==> config.mk <==
export PLATFORM = sky130hd
export DESIGN_NAME = duty_meter
export DESIGN_NICKNAME = d
export VERILOG_FILES = /design/src/rtl/duty_meter_pkg.sv /design/src/rtl/duty_meter_tsc.sv /design/src/rtl/duty_meter_seq.sv /design/src/rtl/duty_meter_div.sv /design/src/rtl/duty_meter.sv
export SDC_FILE = /design/constraint.sdc
export NUM_CORES = 1
export LEC_CHECK = 0
export BUFFER_PORTS_ARGS = -buffer_cell sky130_fd_sc_hd__buf_2
export CORE_ASPECT_RATIO = 0.6
export CORE_MARGIN = 4
export CORE_UTILIZATION = 50
export DETAILED_ROUTE_END_ITERATION = 8
export GPL_ROUTABILITY_DRIVEN = 1
export PLACE_DENSITY = 0.76
export SLEW_MARGIN = 30
export SYNTH_ARGS = -nofsm -noshare
export SYNTH_HDL_FRONTEND = slang
export SYNTH_SLANG_ARGS = --single-unit
==> constraint.sdc <==
create_clock -name clk_i -period 3.53 [get_ports clk_i]
set_input_delay 0.1765 -clock clk_i [delete_from_list [all_inputs] [get_ports clk_i]]
set_output_delay 0.1765 -clock clk_i [all_outputs]
set_load 0.1 [all_outputs]
==> src/rtl/duty_meter_pkg.sv <==
package duty_meter_pkg;
  typedef enum logic [2:0] {
    ST_IDLE,
    ST_WAIT_LOW,
    ST_WAIT_RISE,
    ST_WAIT_FALL,
    ST_WAIT_NEXT,
    ST_DIVIDE
  } dm_state_e;
endpackage

==> src/rtl/duty_meter_tsc.sv <==
module duty_meter_tsc #(
  parameter int CNT_W = 32
) (
  input  logic             clk_i,
  input  logic             rst_ni,
  output logic [CNT_W-1:0] ts_o
);
  always_ff @(posedge clk_i or negedge rst_ni) begin
    if (!rst_ni) ts_o <= '0;
    else         ts_o <= ts_o + 1'b1;
  end
endmodule

==> src/rtl/duty_meter_seq.sv <==
module duty_meter_seq
  import duty_meter_pkg::*;
#(
  parameter int CNT_W = 32,
  parameter int LIM_W = 16
) (
  input  logic             clk_i,
  input  logic             rst_ni,
  input  logic             start_i,
  input  logic             busy_i,
  input  logic [LIM_W-1:0] limit_i,
  input  logic [CNT_W-1:0] ts_i,
  input  logic             div_done_i,
  output logic             launch_o,
  output logic             timeout_o,
  output logic [CNT_W-1:0] busy_cnt_o,
  output logic [CNT_W-1:0] period_cnt_o
);
  dm_state_e        state_q;
  logic [CNT_W-1:0] t_rise_q, t_fall_q;
  logic [LIM_W-1:0] wdog_q;
  logic             waiting, want_high, hit, expire;

  always_comb begin
    waiting   = (state_q == ST_WAIT_LOW)  || (state_q == ST_WAIT_RISE) ||
                (state_q == ST_WAIT_FALL) || (state_q == ST_WAIT_NEXT);
    want_high = (state_q == ST_WAIT_RISE) || (state_q == ST_WAIT_NEXT);
    hit       = waiting && (busy_i == want_high);
    // wdog_q counts edges already spent in this phase without a hit
    expire    = waiting && !hit && (limit_i != '0) &&
                (({1'b0, wdog_q} + 1'b1) == {1'b0, limit_i});
  end

  always_ff @(posedge clk_i or negedge rst_ni) begin
    if (!rst_ni) begin
      state_q      <= ST_IDLE;
      t_rise_q     <= '0;
      t_fall_q     <= '0;
      wdog_q       <= '0;
      launch_o     <= 1'b0;
      timeout_o    <= 1'b0;
      busy_cnt_o   <= '0;
      period_cnt_o <= '0;
    end else begin
      launch_o  <= 1'b0;
      timeout_o <= 1'b0;
      wdog_q    <= (waiting && !hit) ? wdog_q + 1'b1 : '0;
      if (expire) begin
        state_q   <= ST_IDLE;
        timeout_o <= 1'b1;
        wdog_q    <= '0;
      end else begin
        unique case (state_q)
          ST_IDLE:      if (start_i) state_q <= ST_WAIT_LOW;
          ST_WAIT_LOW:  if (hit) state_q <= ST_WAIT_RISE;
          ST_WAIT_RISE: if (hit) begin
            t_rise_q <= ts_i;
            state_q  <= ST_WAIT_FALL;
          end
          ST_WAIT_FALL: if (hit) begin
            t_fall_q <= ts_i;
            state_q  <= ST_WAIT_NEXT;
          end
          ST_WAIT_NEXT: if (hit) begin
            busy_cnt_o   <= t_fall_q - t_rise_q;
            period_cnt_o <= ts_i - t_rise_q;
            launch_o     <= 1'b1;
            state_q      <= ST_DIVIDE;
          end
          ST_DIVIDE:    if (div_done_i) state_q <= ST_IDLE;
          default:      state_q <= ST_IDLE;
        endcase
      end
    end
  end
endmodule

==> src/rtl/duty_meter_div.sv <==
module duty_meter_div #(
  parameter int NUM_W = 32,
  parameter int Q_W   = 16
) (
  input  logic             clk_i,
  input  logic             rst_ni,
  input  logic             start_i,
  input  logic [NUM_W-1:0] num_i,
  input  logic [NUM_W-1:0] den_i,
  output logic             done_o,
  output logic [Q_W-1:0]   quo_o
);
  localparam int CB = $clog2(Q_W + 1);

  logic [NUM_W:0]   rem_q, shifted;
  logic [NUM_W-1:0] den_q;
  logic [Q_W-1:0]   acc_q;
  logic [CB-1:0]    cnt_q;
  logic             ge;

  always_comb begin
    shifted = {rem_q[NUM_W-1:0], 1'b0};
    ge      = shifted >= {1'b0, den_q};
  end

  always_ff @(posedge clk_i or negedge rst_ni) begin
    if (!rst_ni) begin
      rem_q  <= '0;
      den_q  <= '0;
      acc_q  <= '0;
      cnt_q  <= '0;
      done_o <= 1'b0;
      quo_o  <= '0;
    end else begin
      done_o <= 1'b0;
      if (start_i) begin
        rem_q <= {1'b0, num_i};  // num < den, so every step fits
        den_q <= den_i;
        acc_q <= '0;
        cnt_q <= CB'(Q_W);
      end else if (cnt_q != '0) begin
        rem_q <= ge ? shifted - {1'b0, den_q} : shifted;
        acc_q <= {acc_q[Q_W-2:0], ge};
        cnt_q <= cnt_q - 1'b1;
        if (cnt_q == CB'(1)) begin
          quo_o  <= {acc_q[Q_W-2:0], ge};
          done_o <= 1'b1;
        end
      end
    end
  end
endmodule

==> src/rtl/duty_meter.sv <==
module duty_meter #(
  parameter int CNT_W  = 32,
  parameter int LIM_W  = 16,
  parameter int FRAC_W = 16
) (
  input  logic              clk_i,
  input  logic              rst_ni,
  input  logic              start_i,
  input  logic              busy_i,
  input  logic [LIM_W-1:0]  limit_i,
  output logic              done_o,
  output logic              timeout_o,
  output logic [CNT_W-1:0]  busy_cnt_o,
  output logic [CNT_W-1:0]  period_cnt_o,
  output logic [FRAC_W-1:0] ratio_o
);
  logic [CNT_W-1:0] ts;
  logic             launch;

  duty_meter_tsc #(.CNT_W(CNT_W)) u_tsc (
    .clk_i (clk_i),
    .rst_ni(rst_ni),
    .ts_o  (ts)
  );

  duty_meter_seq #(.CNT_W(CNT_W), .LIM_W(LIM_W)) u_seq (
    .clk_i       (clk_i),
    .rst_ni      (rst_ni),
    .start_i     (start_i),
    .busy_i      (busy_i),
    .limit_i     (limit_i),
    .ts_i        (ts),
    .div_done_i  (done_o),
    .launch_o    (launch),
    .timeout_o   (timeout_o),
    .busy_cnt_o  (busy_cnt_o),
    .period_cnt_o(period_cnt_o)
  );

  duty_meter_div #(.NUM_W(CNT_W), .Q_W(FRAC_W)) u_div (
    .clk_i  (clk_i),
    .rst_ni (rst_ni),
    .start_i(launch),
    .num_i  (busy_cnt_o),
    .den_i  (period_cnt_o),
    .done_o (done_o),
    .quo_o  (ratio_o)
  );
endmodule

==> metrics.md, run 1 <==
| Metric | Value |
|---|---|
| Status | completed |
| HPWL after DPL | 30.84 mm |
| First-pass GRT wire length | 68.84 mm |
| Endpoints failing setup | 0 |
| Input/output buffers | 101 |
| # fillers | 2677 |
| CP required | 3970 ps |
| Hold WC Path Type | in -> reg |
| CTS sink count | 282 |
| Yosys reg bits | 282 |
| Gpl congestion | 0.9209 |
| Min cycle time layout | 3415 ps |
| Crit share post-route | 0.9675 |
| Clock root cell | clkbuf_16 |
| Post-Syn Area | 16370 um^2 |
| Num CTS Buffers | 27 |
| Fin. max-slew vios | 0 |
| Most frequent cells in the layout | dfrtp_1, nand2_1, o21ai_0 |
| Startpoint Class | register |
| Die ar. | 35790 um^2 |
| Placement Cell Area | 17390 um^2 |
| I/O pins | 102 |
| Number of global-route vias before repair | 12840 |
| Initial core utilization | 0.5160 |
| Leading cell type in the layout, fill and taps excluded | dfrtp_1 |
| Worst-Margin Slew | 871.6 ps |
| Via/cell ratio | 5.824 |
| CP endpoint kind | register |
| Global Route Usage Sum | 0.2315 |
| Row Count | 50 |
| Clock skew | 13.85 ps |
| Min setup slack post-route | 114.8 ps |
| Drt initial violations | 1225 |
| Max Cap Viol | 0 |
| Final hold violations | 0 |
| Design area | 18500 um^2 |
| R2R depth | 14 |
| Placed cells | 2211 |
| Crit path DAT | 3850 ps |
| Via count | 13260 |
| Critical-path cell list | inv_2 -> ha_4 -> nor2b_1 -> o31a_1 -> o31a_1 -> o21bai_2 -> a21oi_2 -> o21ai_2 -> a31oi_2 -> nor4_4 -> buf_4 -> buf_4 -> mux2_2 -> a221o_1 |
| Async SR Flop Fraction | 1.000 |
| H-tree depth | 1 |
| Synth Flop Type | dfrtp_1 |
| DRT antenna net count | 0 |
| Clock buffer depth | 3 |
| Pin count of the biggest net entering global routing | 116 |
| First drt pass iteration count | 5 |
| Worst path slowest cell | dfrtp_1 |
| DRC Markers | 0 |
| FMAX | 0.2928 GHz |
| WHS Path Cells | 3 |
| Storage cell area | 7061 um^2 |
| CTS tree | yes |
| Total Nets Final | 1964 |
| Die Y | 148.1 um |
| Antenna cells | 0 |
| WL final | 42.25 mm |
| Count of cell types in the netlist | 80 |
| DP Worst Slack | 186.8 ps |
| Yosys warns | 0 |
| Wire per inst | 18.55 um |
| Initial antenna violation count | 0 |
| Gr ovfl total | 0 |
| CORE AREA | 31720 um^2 |
| CTS clk-pin slew, worst paths | 60 ps |
| Die Wd | 241.6 um |
| Layout Cells excl Fill | 2277 |
| Critical path type | reg -> reg |
| Multi-input logic area | 8698 um^2 |
| Max_slew headroom | 0.4190 |
| Synth Net Count | 1857 |
| Synthesis-to-layout area growth | 13.01% |
| TNS Setup | 0 ps |
| Clock Latency Late Sink | 560 ps |
| EDFF count, synth | 0 |
| Worst stage delay on the critical path | 410 ps |
| Mapped Avg Cell Area | 9.433 um^2 |
| Register area share after synthesis | 0.4312 |
| Critical path peak fanout | 4 |
| Cells after synthesis | 1735 |
| Share of layout cells above drive strength 1 | 0.1521 |
[per-stage QoR]
step / hold slack (ps) / utilization
after floorplan: -119.1 / -
after global placement: 313.0 / 0.5475
after detailed placement: 322.6 / 0.5484
after CTS: 3.845 / 0.5758
after global routing: 24.58 / 0.5832
final: 27.51 / 0.5832
[area by class of cell]
type                    instances  share of cell area
multi-input cells            1284              0.4703
flip-flops and latches        282              0.3817
repair buffers                145             0.05263
clock inverters                 9            0.004329
clock buffers                  39             0.04221
inverters                     102             0.02070
well taps                     416             0.02814
[timing repair]
action,CTS,global route
endpoints found under the setup margin,0,6
endpoints found under the hold margin,110,0
setup buffers,0,14
hold buffers,1,0
resized for setup,0,6
[kinds of logic (layout without fill, tap and decap cells)]
logic type                 after synthesis  count (layout)  synth area share
buffers and inverters                  169             295           0.04143
DFF                                    282             282            0.4312
and+or+nand+nor                        507             507            0.1460
AOI/OAI and AO/OA                      468             468            0.1818
muxes                                   75              75           0.04961
adders and majority gates              102             102           0.07935
xor gates and xnor gates               132             132           0.07064
[synth_stat cells, types with 8 or more instances]
library cell,number,share of area
dfrtp_1,282,0.43
nand2_1,226,0.052
o21ai_0,164,0.050
a21oi_1,114,0.035
inv_1,102,0.023
ha_1,99,0.076
xnor2_1,86,0.046
nor2_1,74,0.017
clkbuf_1,55,0.013
mux2_2,49,0.034
xor2_1,46,0.025
a21o_1,41,0.019
nand3_1,40,0.012
nor3_1,37,0.011
nand2b_1,28,0.011
mux2i_1,26,0.016
and3_1,22,0.0084
a31oi_1,18,0.0069
nor2b_1,18,0.0069
o21a_1,16,0.0073
o31ai_1,16,0.0073
nand4_1,12,0.0046
a211oi_1,10,0.0046
a221oi_2,10,0.0092
o21bai_1,9,0.0041
a221oi_1,8,0.0043
[worst max-delay path, delay by kind of cell, from the launching register on]
family	cells	cell delay, ps
AO/OA/AOI/OAI	7	1540
buffers and inverters	3	420
AND/OR/NAND/NOR	2	410
flip-flops	1	410
multiplexers	1	320
adder cells (fa/ha/maj)	1	210
[routing by layer]
metal,vias to the layer above,share of wire,track usage
li1,6322,-,-
met1,6450,0.47,0.3448
met2,416,0.43,0.3488
met3,74,0.069,0.03964
met4,0,0.031,0.06843
met5,-,0,0
[sequential cells by signal, summed over array words and instances, names as in the netlist]
| register | count |
|---|---|
| u_div.den_q | 32 |
| u_div.rem_q | 32 |
| u_seq.busy_cnt_o | 32 |
| u_seq.period_cnt_o | 32 |
| u_seq.t_fall_q | 32 |
| u_seq.t_rise_q | 32 |
| u_tsc.ts_o | 32 |
| u_div.quo_o | 16 |
| u_seq.wdog_q | 16 |
| u_div.acc_q | 15 |
| u_div.cnt_q | 5 |
| u_seq.state_q | 3 |
| u_div.done_o | 1 |
| u_seq.launch_o | 1 |
| u_seq.timeout_o | 1 |
[worst paths after layout]
check,startpoint,endpoint,slack [ps]
setup reg to reg,u_div.den_q[1]$_DFFE_PN0P_,u_div.rem_q[30]$_DFFE_PN0P_,110
hold reg to reg,u_seq.period_cnt_o[19]$_DFFE_PN0P_,u_seq.period_cnt_o[19]$_DFFE_PN0P_,500
max in group asynchronous,rst_ni,u_seq.busy_cnt_o[31]$_DFFE_PN0P_,2250
setup / recovery,u_div.den_q[1]$_DFFE_PN0P_,u_div.rem_q[30]$_DFFE_PN0P_,110
hold / removal,limit_i[15],u_seq.timeout_o$_DFF_PN0_,30
min in group asynchronous,rst_ni,u_seq.t_fall_q[2]$_DFFE_PN0P_,100
Power of run 1 is left out: the tool's default activity adds up to more than one toggle a clock period on the data nets, which glitch-free logic cannot reach.
==> run 2, diff against run 1 <==
CTS_CLUSTER_DIAMETER = 80   (was not set)
PLACE_DENSITY = not set   (was 0.76)
PLACE_DENSITY_LB_ADDON = 0.1   (was not set)
==> run 2 against run 1 <==
Effect of this change:
- global-route usage increased by 0.23 points
- sequential cell count is the same
- clock-buffer cell count shrank 1
- final cell count fell by 0.92%
- clock skew decreased by 5.0 ps
- sequential share of layout area is 0.23 points higher
- worst setup slack better by 110 ps
- worst hold slack better by 18 ps
- first-iteration DRC count is 21% lower
==> metrics.md, run 2 (synthesis results as in run 1) <==
| Metric | Value |
|---|---|
| Pin count of the biggest net entering global routing | 98 |
| Number of global-route vias before repair | 12300 |
| CTS sink count | 282 |
| CTS tree | yes |
| Reg-to-reg slack, setup | 230 ps |
| I/O pins | 102 |
| R2R depth | 13 |
| Max_slew headroom | 0.4171 |
| Min setup slack post-route | 227.9 ps |
| CTS clk-pin slew, worst paths | 60 ps |
| Row Count | 50 |
| Crit path DAT | 3740 ps |
| Crit path to | u_div.rem_q[1]$_DFFE_PN0P_ |
| Clock skew | 8.853 ps |
| Most frequent cells in the layout | dfrtp_1, nand2_1, o21ai_0 |
| DP Worst Slack | 253.6 ps |
| GR Util met3 | 0.04865 |
| HPWL after DPL | 31.19 mm |
| Gpl congestion | 0.9356 |
| Crit share post-route | 0.9355 |
| Hold WC Path Type | in -> reg |
| Antenna cells | 0 |
| Worst r2r src | u_div.den_q[1]$_DFFE_PN0P_ |
| Via/cell ratio | 5.723 |
| Num CTS Buffers | 28 |
| Critical path type | reg -> reg |
| Initial antenna violation count | 0 |
| Clock root cell | clkbuf_16 |
| WL final | 42.17 mm |
| Gr busiest metal | met1 |
| Share of layout cells above drive strength 1 | 0.1418 |
| Die Y | 148.1 um |
| Synthesis-to-layout area growth | 12.35% |
| Min cycle time layout | 3302 ps |
| Final hold violations | 0 |
| Status | completed |
| Input/output buffers | 101 |
| Crit path from | u_div.den_q[1]$_DFFE_PN0P_ |
| CORE AREA | 31720 um^2 |
| CP endpoint kind | register |
| First-pass GRT wire length | 68.57 mm |
| Clock Latency Late Sink | 550 ps |
| Endpoints failing setup | 0 |
| Die ar. | 35790 um^2 |
| Postcts setup bufs | 0 |
| Die Wd | 241.6 um |
| FMAX | 0.3028 GHz |
| RSZ-0062 raised after global routing | no |
| M2 GR Usage | 0.3385 |
| Drt initial violations | 965 |
| R2R Path End | u_div.rem_q[1]$_DFFE_PN0P_ |
| Startpoint Class | register |
| H-tree depth | 1 |
| Clock buffer depth | 3 |
| CP required | 3970 ps |
| Global Route Usage Sum | 0.2338 |
| Worst-Margin Slew | 874.3 ps |
| First drt pass iteration count | 5 |
| Critical path peak fanout | 18 |
| DRT antenna net count | 0 |
| Total Nets Final | 1941 |
| TNS Setup | 0 ps |
| Wire per inst | 18.69 um |
| Initial core utilization | 0.5160 |
| Gr ovfl total | 0 |
| Leading cell type in the layout, fill and taps excluded | dfrtp_1 |
| Via count | 12910 |
| Fin. max-slew vios | 0 |
| DRC Markers | 0 |
| GRT met1 Usage | 0.3645 |
| Max Cap Viol | 0 |
## run 2: cell type report
cell class	count	area, um^2
flip-flops and latches	282	7061
repair buffers	121	753.2
fillers	2802	13330
clock inverters	13	178.9
well taps	416	520.5
multi-input cells	1284	8682
inverters	102	382.9
clock buffers	38	809.5
## run 2: routing by layer
| layer | vias up | share of wire |
|---|---|---|
| met5 | - | 0 |
| met4 | 0 | 0.018 |
| met3 | 43 | 0.060 |
| met2 | 297 | 0.41 |
| met1 | 6285 | 0.51 |
| li1 | 6286 | - |
## run 2: timing repair
action	CTS	global route
setup endpoints to repair	0	3
endpoints found under the hold margin	95	0
resized for setup	0	3
hold buffers	2	0
## run 2: how the worst min path moves through the flow
stage / from / end / cells after the start
finish: start_i / u_seq.state_q[0]$_DFFE_PN0P_ / 4
global placement: rst_ni / u_tsc.ts_o[0]$_DFF_PN0_ / 1
detailed placement: rst_ni / u_seq.timeout_o$_DFF_PN0_ / 1
CTS: start_i / u_seq.state_q[0]$_DFFE_PN0P_ / 4
global route: start_i / u_seq.state_q[0]$_DFFE_PN0P_ / 4
floorplan: rst_ni / u_div.acc_q[0]$_DFFE_PN0P_ / 0
## run 2: worst max-delay path, stage by stage, from the launching register on
cell and delay, ps:
dfrtp_1 370, inv_1 70, ha_1 300, nor2b_1 150
o31a_1 260, o31a_1 290, o21bai_2 170, a21oi_2 110
o21ai_2 180, a31oi_1 150, nor4_4 270, buf_12 230
mux2_2 350, a221oi_1 270
## run 2: metrics by stage
| step | hold slack, ps | cell area [um^2] | instances | utilization |
|---|---|---|---|---|
| after CTS | 20.23 | 18370 | 2256 | 0.5791 |
| after floorplan | -119.1 | 16370 | 1735 | - |
| after detailed placement | 247.8 | 17360 | 2203 | 0.5473 |
| after global placement | 254.5 | 17330 | 2202 | 0.5465 |
| final | 45.92 | 18390 | 2256 | 0.5797 |
| after global routing | 64.53 | 18390 | 2256 | 0.5797 |
Power of run 2 is left out for the same reason.
